$ cat src/rtl/memmap_pkg.sv
package memmap_pkg;

    localparam int ADDR_W  = 32;
    localparam int DATA_W  = 32;
    localparam int PAGE_AW = 12;
    localparam int RAM_AW  = 21;
    localparam int ROM_AW  = 19;
    localparam int WIN_AW  = 23;
    localparam int OFS_W   = RAM_AW;
    localparam int PAGE_W  = ADDR_W - PAGE_AW;
    localparam int N_RAM_SEG = 3;
    localparam int N_ROM_SEG = 2;
    localparam int N_REGION  = 6;

    typedef enum logic [2:0] {
        RG_RAM  = 3'd0,
        RG_ROM  = 3'd1,
        RG_SPAD = 3'd2,
        RG_IO   = 3'd3,
        RG_CTRL = 3'd4,
        RG_NONE = 3'd5
    } region_e;

    typedef enum logic [1:0] {
        RO_KEEP = 2'd0,
        RO_SET  = 2'd1,
        RO_CLR  = 2'd2
    } ro_act_e;

    localparam logic [ADDR_W-1:0] RAM_BASE [N_RAM_SEG] =
        '{32'h0000_0000, 32'h8000_0000, 32'hA000_0000};
    localparam logic [ADDR_W-1:0] ROM_BASE [N_ROM_SEG] =
        '{32'h1FC0_0000, 32'hBFC0_0000};

    localparam logic [PAGE_W-1:0] SPAD_PAGE = 20'h1F800;
    localparam logic [PAGE_W-1:0] IO_PAGE   = 20'h1F801;
    localparam logic [PAGE_W-1:0] CTRL_PAGE = 20'hFFFE0;
    localparam logic [ADDR_W-1:0] CTRL_ADDR = 32'hFFFE_0130;

    localparam logic [DATA_W-1:0] RO_ON_A  = 32'h0000_0800;
    localparam logic [DATA_W-1:0] RO_ON_B  = 32'h0000_0804;
    localparam logic [DATA_W-1:0] RO_OFF_A = 32'h0000_0000;
    localparam logic [DATA_W-1:0] RO_OFF_B = 32'h0001_E988;

    function automatic ro_act_e ro_action(input logic [DATA_W-1:0] d);
        if (d == RO_ON_A || d == RO_ON_B)
            return RO_SET;
        else if (d == RO_OFF_A || d == RO_OFF_B)
            return RO_CLR;
        else
            return RO_KEEP;
    endfunction

    function automatic logic [N_REGION-1:0] region_onehot(input region_e r);
        logic [N_REGION-1:0] v;
        v = '0;
        v[r] = 1'b1;
        return v;
    endfunction

endpackage

$ cat src/rtl/mr_page_classify.sv
module mr_page_classify
    import memmap_pkg::*;
(
    input  logic [ADDR_W-1:0] addr,
    output region_e           region
);
    logic [N_RAM_SEG-1:0] ram_hit;
    logic [N_ROM_SEG-1:0] rom_hit;
    logic [PAGE_W-1:0]    page;

    assign page = addr[ADDR_W-1:PAGE_AW];

    for (genvar i = 0; i < N_RAM_SEG; i++) begin : g_ram
        assign ram_hit[i] = addr[ADDR_W-1:WIN_AW] == RAM_BASE[i][ADDR_W-1:WIN_AW];
    end

    for (genvar j = 0; j < N_ROM_SEG; j++) begin : g_rom
        assign rom_hit[j] = addr[ADDR_W-1:ROM_AW] == ROM_BASE[j][ADDR_W-1:ROM_AW];
    end

    always_comb begin
        if (|ram_hit)
            region = RG_RAM;
        else if (|rom_hit)
            region = RG_ROM;
        else if (page == SPAD_PAGE)
            region = RG_SPAD;
        else if (page == IO_PAGE)
            region = RG_IO;
        else if (page == CTRL_PAGE)
            region = RG_CTRL;
        else
            region = RG_NONE;
    end
endmodule

$ cat src/rtl/mr_offset_fold.sv
module mr_offset_fold
    import memmap_pkg::*;
(
    input  logic [ADDR_W-1:0] addr,
    input  region_e           region,
    output logic [OFS_W-1:0]  ofs
);
    always_comb begin
        ofs = '0;
        unique case (region)
            RG_RAM:  ofs = addr[RAM_AW-1:0];
            RG_ROM:  ofs = OFS_W'(addr[ROM_AW-1:0]);
            default: ofs = OFS_W'(addr[PAGE_AW-1:0]);
        endcase
    end
endmodule

$ cat src/rtl/mr_protect.sv
module mr_protect
    import memmap_pkg::*;
(
    input  logic              clk,
    input  logic              rst,
    input  logic [ADDR_W-1:0] addr,
    input  logic              wr_req,
    input  logic              wr_word,
    input  logic [DATA_W-1:0] wr_data,
    input  region_e           region,
    output logic              wr_en,
    output logic              ram_ro
);
    logic    ctrl_hit;
    ro_act_e act;

    assign ctrl_hit = wr_req && wr_word && (addr == CTRL_ADDR);
    assign act      = ro_action(wr_data);

    always_ff @(posedge clk) begin
        if (rst)
            ram_ro <= 1'b0;
        else if (ctrl_hit && act == RO_SET)
            ram_ro <= 1'b1;
        else if (ctrl_hit && act == RO_CLR)
            ram_ro <= 1'b0;
    end

    always_comb begin
        unique case (region)
            RG_RAM:        wr_en = wr_req && !ram_ro;
            RG_SPAD, RG_IO: wr_en = wr_req;
            default:       wr_en = 1'b0;
        endcase
    end


    ro_set_chk: assert property (@(posedge clk) disable iff (rst)
        (ctrl_hit && (wr_data == RO_ON_A || wr_data == RO_ON_B)) |=> ram_ro);


    ro_clr_chk: assert property (@(posedge clk) disable iff (rst)
        (ctrl_hit && (wr_data == RO_OFF_A || wr_data == RO_OFF_B)) |=> !ram_ro);


    ro_keep_chk: assert property (@(posedge clk) disable iff (rst)
        !(wr_req && wr_word && addr == CTRL_ADDR) |=> $stable(ram_ro));


    ro_block_chk: assert property (@(posedge clk) disable iff (rst)
        (ram_ro && region == RG_RAM) |-> !wr_en);


    ro_reset_chk: assert property (@(posedge clk) disable iff (rst)
        $past(rst) |-> !ram_ro);
endmodule

$ cat src/rtl/mem_region_dec.sv
module mem_region_dec
    import memmap_pkg::*;
(
    input  logic                clk,
    input  logic                rst,
    input  logic [ADDR_W-1:0]   addr,
    input  logic                wr_req,
    input  logic                wr_word,
    input  logic [DATA_W-1:0]   wr_data,
    output logic [N_REGION-1:0] region_sel,
    output logic [OFS_W-1:0]    offset,
    output logic                wr_en,
    output logic                unmapped
);
    region_e region;
    logic    ram_ro;

    mr_page_classify u_cls (
        .addr   (addr),
        .region (region)
    );

    mr_offset_fold u_fold (
        .addr   (addr),
        .region (region),
        .ofs    (offset)
    );

    mr_protect u_prot (
        .clk     (clk),
        .rst     (rst),
        .addr    (addr),
        .wr_req  (wr_req),
        .wr_word (wr_word),
        .wr_data (wr_data),
        .region  (region),
        .wr_en   (wr_en),
        .ram_ro  (ram_ro)
    );

    assign region_sel = region_onehot(region);
    assign unmapped   = region == RG_NONE;


    sel_onehot_chk: assert property (@(posedge clk) disable iff (rst)
        $onehot(region_sel));


    rom_nowr_chk: assert property (@(posedge clk) disable iff (rst)
        region_sel[RG_ROM] |-> !wr_en && offset[OFS_W-1:ROM_AW] == '0);


    unm_nowr_chk: assert property (@(posedge clk) disable iff (rst)
        unmapped |-> !wr_en && offset[OFS_W-1:PAGE_AW] == '0);


    io_page_chk: assert property (@(posedge clk) disable iff (rst)
        (addr[ADDR_W-1:PAGE_AW] == IO_PAGE) |-> region_sel[RG_IO]);


    wr_qual_chk: assert property (@(posedge clk) disable iff (rst)
        wr_en |-> wr_req);
endmodule

$ cat config.mk
export PLATFORM = sky130hd
export DESIGN_NAME = mem_region_dec
export DESIGN_NICKNAME = d
export VERILOG_FILES = /design/src/rtl/memmap_pkg.sv /design/src/rtl/mr_page_classify.sv /design/src/rtl/mr_offset_fold.sv /design/src/rtl/mr_protect.sv /design/src/rtl/mem_region_dec.sv
export SDC_FILE = /design/constraint.sdc
export NUM_CORES = 1
export LEC_CHECK = 0
export ABC_CLOCK_PERIOD_IN_PS = 4370
export BUFFER_PORTS_ARGS = -buffer_cell sky130_fd_sc_hd__clkbuf_2
export CORE_MARGIN = 1
export CORE_UTILIZATION = 33
export CTS_BUF_LIST = sky130_fd_sc_hd__clkbuf_8
export DETAILED_ROUTE_END_ITERATION = 10
export PLACE_DENSITY = 0.87
export SLEW_MARGIN = 15
export SYNTH_ARGS = -nofsm -noshare
export SYNTH_HDL_FRONTEND = slang
export SYNTH_HIERARCHICAL = 1
export SYNTH_SLANG_ARGS = --single-unit
$ cat constraint.sdc
create_clock -name clk -period 4.37 [get_ports clk]
set_clock_uncertainty 0.2 [all_clocks]
set_input_delay 0.6555 -clock clk [delete_from_list [all_inputs] [get_ports clk]]
set_output_delay 0.6555 -clock clk [all_outputs]
set_load 0.03 [all_outputs]
==> run_summary.xml, run 1 <==
<?xml version="1.0" encoding="UTF-8"?>
<metrics>
  <group name="status">
    <metric name="status" unit="">completed</metric>
  </group>
  <group name="finish">
    <metric name="largest-register" unit="">u_prot/ram_ro</metric>
    <metric name="synthToLayoutAreaGrowth" unit="%">61.7</metric>
    <metric name="fillers" unit="">196</metric>
    <metric name="layout.cells.most_common_list" unit="">96 x sky130_fd_sc_hd__clkbuf_2, 10 x sky130_fd_sc_hd__nor3b_1, 9 x sky130_fd_sc_hd__nand4_1</metric>
    <metric name="final_nets" unit="">241</metric>
    <metric name="insertedDiodeCount" unit="">0</metric>
    <metric name="fin_cells" unit="">196</metric>
    <metric name="finish.utilization" unit="%">59.7</metric>
    <metric name="seq_area" unit="µm²">20.0</metric>
    <metric name="multi_input_area" unit="µm²">537</metric>
    <metric name="top_regs" unit="">u_prot/ram_ro: 1 flops</metric>
    <metric name="mostFrequentLayoutCell" unit="">sky130_fd_sc_hd__clkbuf_2</metric>
    <metric name="layout-drive-gt1-share" unit="%">63.2</metric>
    <metric name="largest_register_ff_count" unit="">1</metric>
  </group>
  <group name="global_routing">
    <metric name="grt-ovfl-total" unit="">0</metric>
    <metric name="grt_start_max_net_pins" unit="">19</metric>
    <metric name="number_of_global_route_vias_before_repair" unit="">817</metric>
    <metric name="wire_length_of_the_first_global_routing_pass" unit="µm">3440</metric>
    <metric name="global_route.usage.total" unit="%">20.5</metric>
    <metric name="number_of_antenna_violations_at_the_first_check_in_global_routing" unit="">0</metric>
  </group>
  <group name="job">
    <metric name="max_cap_violations" unit="">0</metric>
  </group>
  <group name="hold_path">
    <metric name="timing.hold.worst_endpoint" unit="">u_prot/ram_ro$_SDFFE_PP0P_</metric>
    <metric name="worst_hold_path.num_cells" unit="">2</metric>
    <metric name="hold_start" unit="">u_prot/ram_ro$_SDFFE_PP0P_</metric>
    <metric name="worst_hold_path_type" unit="">reg2reg</metric>
  </group>
  <group name="placement">
    <metric name="place.port_buffers" unit="">96</metric>
    <metric name="numPlacedInstances" unit="">196</metric>
    <metric name="pre_cts_slack" unit="ns">0.669</metric>
    <metric name="gp_congestion" unit="">0.833</metric>
    <metric name="hpwl" unit="µm">2180</metric>
  </group>
  <group name="yosys">
    <metric name="netlist_instances" unit="">88</metric>
    <metric name="yosysSeqAreaShare" unit="%">3.01</metric>
    <metric name="net_count_synth" unit="">156</metric>
    <metric name="syn_avg_cell_area" unit="µm²">7.56</metric>
    <metric name="yosysTopAreaCell" unit="">sky130_fd_sc_hd__buf_4</metric>
    <metric name="synth-seq-cells" unit="">1</metric>
    <metric name="synthTopCellsByArea" unit="">sky130_fd_sc_hd__buf_4 15%, sky130_fd_sc_hd__nor3b_1 11%, sky130_fd_sc_hd__nand4_1 8.5%</metric>
    <metric name="synth_top_cell_area_share" unit="%">14.7</metric>
    <metric name="post_synth_instance_area" unit="µm²">666</metric>
    <metric name="yosys_warnings" unit="">6</metric>
    <metric name="count_of_unique_library_cells_instantiated_by_yosys" unit="">29</metric>
  </group>
  <group name="floorplan">
    <metric name="floorplan.rows" unit="">15</metric>
    <metric name="design.die.area" unit="µm²">2200</metric>
    <metric name="horiz_die_dim" unit="µm">46.9</metric>
    <metric name="fp.coreArea" unit="µm²">1800</metric>
    <metric name="dieHeight" unit="µm">46.9</metric>
    <metric name="io-pin-count" unit="">97</metric>
    <metric name="start_util" unit="%">36.9</metric>
  </group>
  <group name="worst_setup_path">
    <metric name="worst-endpoint-required" unit="ns">3.51</metric>
    <metric name="r2r.worst_path.cells" unit="">2</metric>
    <metric name="regToRegSetupSlack" unit="ns">3.60</metric>
    <metric name="crit_type" unit="">in2out</metric>
    <metric name="max_fanout_on_critical_path" unit="">18</metric>
    <metric name="worst_r2r_startpoint" unit="">u_prot/ram_ro$_SDFFE_PP0P_</metric>
    <metric name="worst_r2r_endpoint" unit="">u_prot/ram_ro$_SDFFE_PP0P_</metric>
    <metric name="cp-end-kind" unit="">output pin</metric>
    <metric name="startpoint_type" unit="">input pin</metric>
    <metric name="arrival" unit="ns">2.83</metric>
  </group>
  <group name="timing">
    <metric name="grt_setup_unrepaired" unit="">no</metric>
    <metric name="layout_worst_path_cycle_share" unit="%">84.4</metric>
    <metric name="slew_violations" unit="">0</metric>
    <metric name="finalSetupViolations" unit="">0</metric>
    <metric name="fin_setup_tns" unit="ns">0</metric>
    <metric name="max_freq" unit="MHz">271</metric>
    <metric name="slew_limit_headroom" unit="%">55.7</metric>
    <metric name="tightest_slew" unit="ns">0.665</metric>
    <metric name="final_critical_path_setup_slack" unit="ns">0.682</metric>
    <metric name="final-hold-violation-count" unit="">0</metric>
    <metric name="period_minus_slack" unit="ns">3.69</metric>
  </group>
  <group name="clocking">
    <metric name="cts_hold_repair.buffers" unit="">0</metric>
    <metric name="path_clk_slew" unit="ns">0</metric>
    <metric name="clk_latency" unit="ns">0</metric>
    <metric name="post_cts.repair.setup_buffers" unit="">0</metric>
    <metric name="post_cts.resized_instances" unit="">0</metric>
  </group>
  <group name="drt">
    <metric name="drt-initial-drc-count" unit="">23</metric>
    <metric name="route.vias.total" unit="">998</metric>
    <metric name="route.detailed.drc" unit="">0</metric>
    <metric name="wl" unit="µm">2420</metric>
    <metric name="avgRoutedWirePerCell" unit="µm">12.4</metric>
    <metric name="routed_via_density" unit="">5.09</metric>
    <metric name="detailed_routing_iteration_count_for_the_pre_antenna_repair_pass" unit="">4</metric>
    <metric name="detail-route-antenna-nets" unit="">0</metric>
  </group>
  <group name="pwr">
    <metric name="power.share.switching" unit="%">46.3</metric>
    <metric name="power_frac_seq" unit="%">12.0</metric>
    <metric name="p_sw" unit="µW">35.9</metric>
    <metric name="power.leakage" unit="µW">0.000526</metric>
    <metric name="share_clk_of_total_power" unit="%">0</metric>
    <metric name="pwr_per_cell_area" unit="nW/µm²">72.1</metric>
    <metric name="cell_internal_pwr" unit="µW">41.7</metric>
    <metric name="worst_ir_drop_vdd" unit="V">0.0000463</metric>
    <metric name="p_comb_share" unit="%">88.0</metric>
  </group>
</metrics>
per-layer routing:
layer | up-vias | wire, µm | part of all wire (%) | global-route usage, %
met5 | - | 0 | 0 | 0
met4 | 0 | 0 | 0 | 1.14
met3 | 0 | 96 | 4.0 | 1.15
met2 | 30 | 1340 | 55 | 39.7
met1 | 459 | 985 | 41 | 25.8
li1 | 509 | - | - | -
power by group through the flow:
stage          Clock [µW]  Sequential (µW)  Combinational (µW)
5_1_grt                 0             9.32                74.3
3_5_place_dp            0             9.32                68.0
3_3_place_gp            0             9.32                66.0
2_1_floorplan           0             9.32                31.9
4_1_cts                 0             9.32                68.4
6_report                0             9.32                68.3
worst max path at each step:
| stage | from | endpoint | slack (ns) | cells after the start |
|---|---|---|---|---|
| 2_1_floorplan | addr[30] | offset[14] | 0.66 | 6 |
| 3_3_place_gp | addr[30] | offset[20] | 0.75 | 8 |
| 3_5_place_dp | addr[30] | offset[19] | 0.67 | 8 |
| 4_1_cts | addr[30] | offset[19] | 0.66 | 8 |
| 5_1_grt | addr[30] | offset[19] | 0.51 | 8 |
| 6_report | addr[30] | offset[20] | 0.68 | 8 |
cell type report:
class / instances / share of cell area [%]
multi-input cells: 73 / 49.9
repair buffers: 97 / 45.3
well taps: 25 / 2.91
flip-flops and latches: 1 / 1.86
metrics by stage:
| stage | instance area, µm² | hold WS (ns) | total power (µW) |
|---|---|---|---|
| 2_1_floorplan | 666 | 0.250 | 41.2 |
| 3_3_place_gp | 1080 | 0.278 | 75.3 |
| 3_5_place_dp | 1080 | 0.282 | 77.3 |
| 4_1_cts | 1080 | 0.282 | 77.7 |
| 5_1_grt | 1080 | 0.288 | 83.6 |
| 6_report | 1080 | 0.277 | 77.6 |
worst max-delay path, cell delays in order:
cell and delay, ns:
sky130_fd_sc_hd__clkbuf_2 0.11, sky130_fd_sc_hd__or4_4 0.54, sky130_fd_sc_hd__nor3_2 0.18, sky130_fd_sc_hd__nor2b_2 0.16, sky130_fd_sc_hd__buf_4 0.23, sky130_fd_sc_hd__and3b_1 0.42
sky130_fd_sc_hd__nor4b_4 0.29, sky130_fd_sc_hd__clkbuf_2 0.24
cells by family (layout without fill, tap and decap cells):
logic type,count (synthesis),in the layout,synth area share [%]
and+or+nand+nor,68,68,75.0
buffers and inverters,14,97,16.4
AOI/OAI and AO/OA,4,4,4.32
xor gates and xnor gates,1,1,1.32
DFF,1,1,3.01
cell usage after synthesis, drive strengths merged:
cell and instances:
nor4bb 1, nor3 7, nand2 4, o21ai 1, and2 1, nand4 9
buf 14, or4 3, nor4 8, nor2b 1, nor2 6, and4b 1
o22ai 1, dfxtp 1, and4 2, and3b 4, o31a 1, nor3b 12
nand3 3, nand2b 2, nor4b 4, a41oi 1, xor2 1
Note: power is estimated with default switching activity, not from simulation.
==> inputs of run 2 (changes only) <==
--- a/config.mk
+++ b/config.mk
@@ -5,13 +5,13 @@
 export SDC_FILE = /design/constraint.sdc
 export NUM_CORES = 1
 export LEC_CHECK = 0
-export ABC_CLOCK_PERIOD_IN_PS = 4370
+export ABC_CLOCK_PERIOD_IN_PS = 3000
 export BUFFER_PORTS_ARGS = -buffer_cell sky130_fd_sc_hd__clkbuf_2
 export CORE_MARGIN = 1
-export CORE_UTILIZATION = 33
+export CORE_UTILIZATION = 28
 export CTS_BUF_LIST = sky130_fd_sc_hd__clkbuf_8
 export DETAILED_ROUTE_END_ITERATION = 10
-export PLACE_DENSITY = 0.87
+export PLACE_DENSITY = 0.78
 export SLEW_MARGIN = 15
 export SYNTH_ARGS = -nofsm -noshare
 export SYNTH_HDL_FRONTEND = slang
==> constraint.sdc (replaced) <==
create_clock -name clk -period 3 [get_ports clk]
set_clock_uncertainty 0.2 [all_clocks]
set_input_delay 0.45 -clock clk [delete_from_list [all_inputs] [get_ports clk]]
set_output_delay 0.45 -clock clk [all_outputs]
set_load 0.03 [all_outputs]
==> run 2 against run 1 <==
First-iteration DRC count down 43%. Final cell count up 3.6%. Core utilization is 6.4 points lower. Total power grew 52%. Wire length increased by 4.8%. Register-to-register slack worse by 1.4 ns. Sequential power grew 46%. Sequential cell count unchanged. Setup slack worse by 0.61 ns. Combinational power grew 52%. Die area increased by 17%. Via count is 5.3% higher.
==> run_summary.xml, run 2 (synthesized netlist as in run 1, its figures left out) <==
<?xml version="1.0" encoding="UTF-8"?>
<metrics>
  <group name="finish">
    <metric name="finish.utilization" unit="%">53.3</metric>
    <metric name="layout.cells.most_common_list" unit="">91 x sky130_fd_sc_hd__clkbuf_2, 9 x sky130_fd_sc_hd__nand4_1, 8 x sky130_fd_sc_hd__buf_4, 8 x sky130_fd_sc_hd__nor4_1, 6 x sky130_fd_sc_hd__nor2_1</metric>
    <metric name="insertedDiodeCount" unit="">0</metric>
    <metric name="largest_register_ff_count" unit="">1</metric>
    <metric name="top_regs" unit="">u_prot/ram_ro: 1 flops</metric>
    <metric name="largest-register" unit="">u_prot/ram_ro</metric>
    <metric name="mostFrequentLayoutCell" unit="">sky130_fd_sc_hd__clkbuf_2</metric>
    <metric name="layout-drive-gt1-share" unit="%">68.0</metric>
    <metric name="fin_cells" unit="">203</metric>
    <metric name="final_nets" unit="">245</metric>
    <metric name="synthToLayoutAreaGrowth" unit="%">78.9</metric>
  </group>
  <group name="global_routing">
    <metric name="global_route.usage.total" unit="%">19.8</metric>
    <metric name="number_of_global_route_vias_before_repair" unit="">994</metric>
    <metric name="grt_start_max_net_pins" unit="">18</metric>
    <metric name="grt-ovfl-total" unit="">0</metric>
    <metric name="wire_length_of_the_first_global_routing_pass" unit="µm">4090</metric>
    <metric name="number_of_antenna_violations_at_the_first_check_in_global_routing" unit="">0</metric>
  </group>
  <group name="worst_setup_path">
    <metric name="worst_r2r_startpoint" unit="">u_prot/ram_ro$_SDFFE_PP0P_</metric>
    <metric name="worst_setup_path_startpoint" unit="">addr[30]</metric>
    <metric name="max_fanout_on_critical_path" unit="">7</metric>
    <metric name="crit_type" unit="">in2out</metric>
    <metric name="cp-end-kind" unit="">output pin</metric>
    <metric name="arrival" unit="ns">2.28</metric>
    <metric name="startpoint_type" unit="">input pin</metric>
    <metric name="worst-endpoint-required" unit="ns">2.35</metric>
  </group>
  <group name="timing">
    <metric name="period_minus_slack" unit="ns">2.93</metric>
    <metric name="layout_worst_path_cycle_share" unit="%">97.5</metric>
    <metric name="final_critical_path_setup_slack" unit="ns">0.0740</metric>
    <metric name="tightest_slew" unit="ns">0.332</metric>
    <metric name="fin_setup_tns" unit="ns">0</metric>
    <metric name="final-hold-violation-count" unit="">0</metric>
    <metric name="max_freq" unit="MHz">342</metric>
    <metric name="slew_violations" unit="">0</metric>
    <metric name="slew_limit_headroom" unit="%">77.5</metric>
    <metric name="grt_setup_unrepaired" unit="">yes</metric>
    <metric name="finalSetupViolations" unit="">0</metric>
  </group>
  <group name="job">
    <metric name="max_cap_violations" unit="">0</metric>
  </group>
  <group name="pwr">
    <metric name="total_power" unit="µW">118</metric>
    <metric name="worst_ir_drop_vdd" unit="V">0.0000800</metric>
    <metric name="pwr_per_cell_area" unit="nW/µm²">98.8</metric>
    <metric name="power.leakage" unit="µW">0.000565</metric>
  </group>
  <group name="placement">
    <metric name="hpwl" unit="µm">2320</metric>
    <metric name="pre_cts_slack" unit="ns">0.0519</metric>
    <metric name="place.port_buffers" unit="">96</metric>
    <metric name="gp_congestion" unit="">0.807</metric>
    <metric name="numPlacedInstances" unit="">203</metric>
  </group>
  <group name="clocking">
    <metric name="post_cts.repair.setup_buffers" unit="">0</metric>
    <metric name="path_clk_slew" unit="ns">0</metric>
    <metric name="clk_latency" unit="ns">0</metric>
  </group>
  <group name="drt">
    <metric name="drt-initial-drc-count" unit="">13</metric>
    <metric name="detailed_routing_iteration_count_for_the_pre_antenna_repair_pass" unit="">4</metric>
    <metric name="detail-route-antenna-nets" unit="">0</metric>
    <metric name="route.detailed.drc" unit="">0</metric>
    <metric name="avgRoutedWirePerCell" unit="µm">12.5</metric>
    <metric name="wl" unit="µm">2540</metric>
    <metric name="route.vias.total" unit="">1051</metric>
    <metric name="routed_via_density" unit="">5.18</metric>
  </group>
  <group name="floorplan">
    <metric name="start_util" unit="%">29.8</metric>
    <metric name="floorplan.rows" unit="">17</metric>
    <metric name="design.die.area" unit="µm²">2580</metric>
    <metric name="dieHeight" unit="µm">50.8</metric>
    <metric name="fp.coreArea" unit="µm²">2230</metric>
    <metric name="horiz_die_dim" unit="µm">50.8</metric>
    <metric name="io-pin-count" unit="">97</metric>
  </group>
  <group name="hold_path">
    <metric name="hold_start" unit="">u_prot/ram_ro$_SDFFE_PP0P_</metric>
    <metric name="worst_hold_path_type" unit="">reg2reg</metric>
  </group>
  <group name="status">
    <metric name="status" unit="">completed</metric>
  </group>
</metrics>
## run 2: changes by cell type in the layout (fill, tap and decap cells not counted), sizes merged
cell,change
buf,+9
clkbuf,-5
## run 2: per-layer routing
layer | track usage (%) | share of wire (%) | vias up
li1 | - | - | 518
met1 | 23.0 | 38 | 467
met2 | 37.8 | 52 | 58
met3 | 2.12 | 7.8 | 8
met4 | 4.63 | 2.0 | 0
met5 | 0 | 0 | -
## run 2: cell type report
class | instances | area, µm²
multi-input combinational | 73 | 596
timing repair buffer | 101 | 541
fill | 240 | 1040
sequential | 1 | 20.0
tap | 28 | 35.0
## run 2: where the power goes
group          switching [µW]  internal (µW)
clock network               0              0
registers                   0           13.6
logic                    53.1           51.0
## run 2: repair_timing
action,4_1_cts,5_1_grt
hold endpoints to repair,0,0
gates resized for setup,0,11
setup endpoints to repair,0,7
hold buffers,0,0
## run 2: per-stage QoR
step | instance area (µm²) | hold slack [ns]
2_1_floorplan | 721 | 0.250
3_3_place_gp | 1180 | 0.272
3_5_place_dp | 1180 | 0.281
4_1_cts | 1180 | 0.284
5_1_grt | 1190 | 0.319
6_report | 1190 | 0.275
## run 2: path summary, 6_finish.rpt
path                                      to  slack (ns)  cells past startpoint
hold reg to reg   u_prot/ram_ro$_SDFFE_PP0P_        0.27                      2
setup reg to reg  u_prot/ram_ro$_SDFFE_PP0P_        2.24                      2
setup / recovery               region_sel[2]        0.07                      8
hold / removal    u_prot/ram_ro$_SDFFE_PP0P_        0.27                      2
## run 2: critical path: stages
cell	delay, ns
sky130_fd_sc_hd__clkbuf_2	0.09
sky130_fd_sc_hd__or4_4	0.54
sky130_fd_sc_hd__nor3_2	0.20
sky130_fd_sc_hd__a41oi_1	0.07
sky130_fd_sc_hd__o31a_1	0.35
sky130_fd_sc_hd__buf_4	0.19
sky130_fd_sc_hd__nor3b_1	0.20
sky130_fd_sc_hd__buf_4	0.19
==> inputs of run 3 (changes only) <==
--- a/config.mk
+++ b/config.mk
@@ -12,6 +12,7 @@
 export CTS_BUF_LIST = sky130_fd_sc_hd__clkbuf_8
 export DETAILED_ROUTE_END_ITERATION = 10
 export PLACE_DENSITY = 0.78
+export RECOVER_POWER = 25
 export SLEW_MARGIN = 15
 export SYNTH_ARGS = -nofsm -noshare
 export SYNTH_HDL_FRONTEND = slang
==> run 3 against run 2 <==
Combinational power is essentially flat. Die area is the same. Core utilization decreased by 0.34 points. Cell area is 0.63% lower. Register-to-register slack barely moved. Global-route usage unchanged. Sequential power about the same. Critical path depth stayed put. First-iteration DRC count increased by 7.7%. Sequential cell count unchanged. Final cell count unchanged. Sequential share of layout area is essentially flat. Critical endpoint unchanged. Largest power group unchanged.
==> run_summary.xml, run 3 (synthesized netlist as in run 1, its figures left out) <==
<?xml version="1.0" encoding="UTF-8"?>
<metrics>
  <group name="worst_setup_path">
    <metric name="worst_r2r_startpoint" unit="">u_prot/ram_ro$_SDFFE_PP0P_</metric>
    <metric name="arrival" unit="ns">2.28</metric>
    <metric name="max_fanout_on_critical_path" unit="">7</metric>
    <metric name="r2r.worst_path.cells" unit="">2</metric>
    <metric name="startpoint_type" unit="">input pin</metric>
    <metric name="worst_setup_path_startpoint" unit="">addr[30]</metric>
    <metric name="cp-end-kind" unit="">output pin</metric>
    <metric name="crit_type" unit="">in2out</metric>
    <metric name="worst-endpoint-required" unit="ns">2.35</metric>
  </group>
  <group name="finish">
    <metric name="final_nets" unit="">245</metric>
    <metric name="mostFrequentLayoutCell" unit="">sky130_fd_sc_hd__clkbuf_2</metric>
    <metric name="postLayoutCellArea" unit="µm²">1180</metric>
    <metric name="insertedDiodeCount" unit="">0</metric>
    <metric name="multi_input_area" unit="µm²">596</metric>
    <metric name="largest-register" unit="">u_prot/ram_ro</metric>
    <metric name="fillers" unit="">241</metric>
    <metric name="synthToLayoutAreaGrowth" unit="%">77.8</metric>
    <metric name="largest_register_ff_count" unit="">1</metric>
    <metric name="layout-drive-gt1-share" unit="%">64.6</metric>
    <metric name="seq_area" unit="µm²">20.0</metric>
    <metric name="top_regs" unit="">u_prot/ram_ro: 1 flops</metric>
    <metric name="finish.utilization" unit="%">53.0</metric>
    <metric name="layout.cells.most_common_list" unit="">85 x sky130_fd_sc_hd__clkbuf_2, 9 x sky130_fd_sc_hd__nand4_1, 8 x sky130_fd_sc_hd__buf_4, 8 x sky130_fd_sc_hd__nor4_1</metric>
  </group>
  <group name="clocking">
    <metric name="path_clk_slew" unit="ns">0</metric>
    <metric name="cts_hold_repair.buffers" unit="">0</metric>
    <metric name="post_cts.resized_instances" unit="">0</metric>
    <metric name="post_cts.repair.setup_buffers" unit="">0</metric>
    <metric name="clk_latency" unit="ns">0</metric>
  </group>
  <group name="timing">
    <metric name="max_freq" unit="MHz">342</metric>
    <metric name="tightest_slew" unit="ns">0.375</metric>
    <metric name="finalSetupViolations" unit="">0</metric>
    <metric name="final-hold-violation-count" unit="">0</metric>
    <metric name="slew_limit_headroom" unit="%">75.1</metric>
    <metric name="fin_setup_tns" unit="ns">0</metric>
    <metric name="period_minus_slack" unit="ns">2.93</metric>
    <metric name="layout_worst_path_cycle_share" unit="%">97.5</metric>
    <metric name="slew_violations" unit="">0</metric>
    <metric name="grt_setup_unrepaired" unit="">yes</metric>
  </group>
  <group name="drt">
    <metric name="route.vias.total" unit="">1049</metric>
    <metric name="drt-initial-drc-count" unit="">14</metric>
    <metric name="avgRoutedWirePerCell" unit="µm">12.5</metric>
    <metric name="detail-route-antenna-nets" unit="">0</metric>
    <metric name="routed_via_density" unit="">5.17</metric>
    <metric name="detailed_routing_iteration_count_for_the_pre_antenna_repair_pass" unit="">4</metric>
    <metric name="wl" unit="µm">2540</metric>
    <metric name="route.detailed.drc" unit="">0</metric>
  </group>
  <group name="global_routing">
    <metric name="grt_start_max_net_pins" unit="">18</metric>
    <metric name="number_of_global_route_vias_before_repair" unit="">994</metric>
    <metric name="wire_length_of_the_first_global_routing_pass" unit="µm">4090</metric>
    <metric name="number_of_antenna_violations_at_the_first_check_in_global_routing" unit="">0</metric>
    <metric name="grt-ovfl-total" unit="">0</metric>
    <metric name="global_route.usage.total" unit="%">19.8</metric>
  </group>
  <group name="placement">
    <metric name="gp_congestion" unit="">0.807</metric>
    <metric name="place.port_buffers" unit="">96</metric>
    <metric name="hpwl" unit="µm">2320</metric>
    <metric name="area_after_dpl" unit="µm²">1180</metric>
  </group>
  <group name="pwr">
    <metric name="power_frac_seq" unit="%">11.6</metric>
    <metric name="total_power" unit="µW">117</metric>
    <metric name="pwr_per_cell_area" unit="nW/µm²">98.5</metric>
    <metric name="power.share.switching" unit="%">45.6</metric>
    <metric name="cell_internal_pwr" unit="µW">63.5</metric>
    <metric name="p_comb_share" unit="%">88.4</metric>
    <metric name="power.leakage" unit="µW">0.000547</metric>
    <metric name="p_sw" unit="µW">53.1</metric>
    <metric name="share_clk_of_total_power" unit="%">0</metric>
    <metric name="worst_ir_drop_vdd" unit="V">0.0000800</metric>
  </group>
  <group name="floorplan">
    <metric name="floorplan.rows" unit="">17</metric>
    <metric name="fp.coreArea" unit="µm²">2230</metric>
    <metric name="io-pin-count" unit="">97</metric>
    <metric name="horiz_die_dim" unit="µm">50.8</metric>
    <metric name="dieHeight" unit="µm">50.8</metric>
    <metric name="design.die.area" unit="µm²">2580</metric>
    <metric name="start_util" unit="%">29.8</metric>
  </group>
  <group name="hold_path">
    <metric name="worst_hold_path_type" unit="">reg2reg</metric>
    <metric name="worst_hold_path.num_cells" unit="">2</metric>
    <metric name="hold_start" unit="">u_prot/ram_ro$_SDFFE_PP0P_</metric>
  </group>
  <group name="job">
    <metric name="max_cap_violations" unit="">0</metric>
  </group>
  <group name="status">
    <metric name="status" unit="">completed</metric>
  </group>
</metrics>
==> run 3: cell count changes in the layout (fill, tap and decap cells not counted) <==
cell and delta:
sky130_fd_sc_hd__clkbuf_2 -6, sky130_fd_sc_hd__clkbuf_1 +6
==> run 3: layout make-up <==
| cell class | instances | share of cell area, % |
|---|---|---|
| multi-input cells | 73 | 50.3 |
| repair buffers | 101 | 45.0 |
| well taps | 28 | 2.96 |
| flip-flops and latches | 1 | 1.69 |
==> run 3: power groups by stage <==
stage	Sequential [µW]	Clock (µW)	Combinational [µW]
after global placement	13.6	0	102
after global routing	13.6	0	111
final	13.6	0	103
after floorplan	13.6	0	48.1
after detailed placement	13.6	0	104
after CTS	13.6	0	104
==> run 3: per-stage QoR <==
step	worst slack, ns	std cells	hold WS [ns]
final	0.0739	203	0.276
after global routing	-0.00615	203	0.319
after CTS	0.0445	203	0.284
after detailed placement	0.0519	203	0.281
after global placement	0.0890	203	0.272
after floorplan	-0.129	88	0.250
==> run 3: path summary, 6_finish.rpt <==
kind                                 to  slack (ns)
max                       region_sel[2]        0.07
min          u_prot/ram_ro$_SDFFE_PP0P_        0.28
max reg2reg  u_prot/ram_ro$_SDFFE_PP0P_        2.24
min reg2reg  u_prot/ram_ro$_SDFFE_PP0P_        0.28
==> run 3: worst max-delay path, stage by stage <==
cell	delay, ns
sky130_fd_sc_hd__clkbuf_2	0.09
sky130_fd_sc_hd__or4_4	0.54
sky130_fd_sc_hd__nor3_2	0.20
sky130_fd_sc_hd__a41oi_1	0.07
sky130_fd_sc_hd__o31a_1	0.35
sky130_fd_sc_hd__buf_4	0.19
sky130_fd_sc_hd__nor3b_1	0.20
sky130_fd_sc_hd__buf_4	0.19
==> run 3: layer usage <==
metal / GRT usage (%) / vias up / share of wire, % / wire length, µm
met5: 0 / - / 0 / 0
met4: 4.63 / 0 / 2.0 / 51
met3: 2.12 / 8 / 7.0 / 178
met2: 37.8 / 56 / 52 / 1330
met1: 23.0 / 467 / 39 / 981
li1: - / 518 / - / -
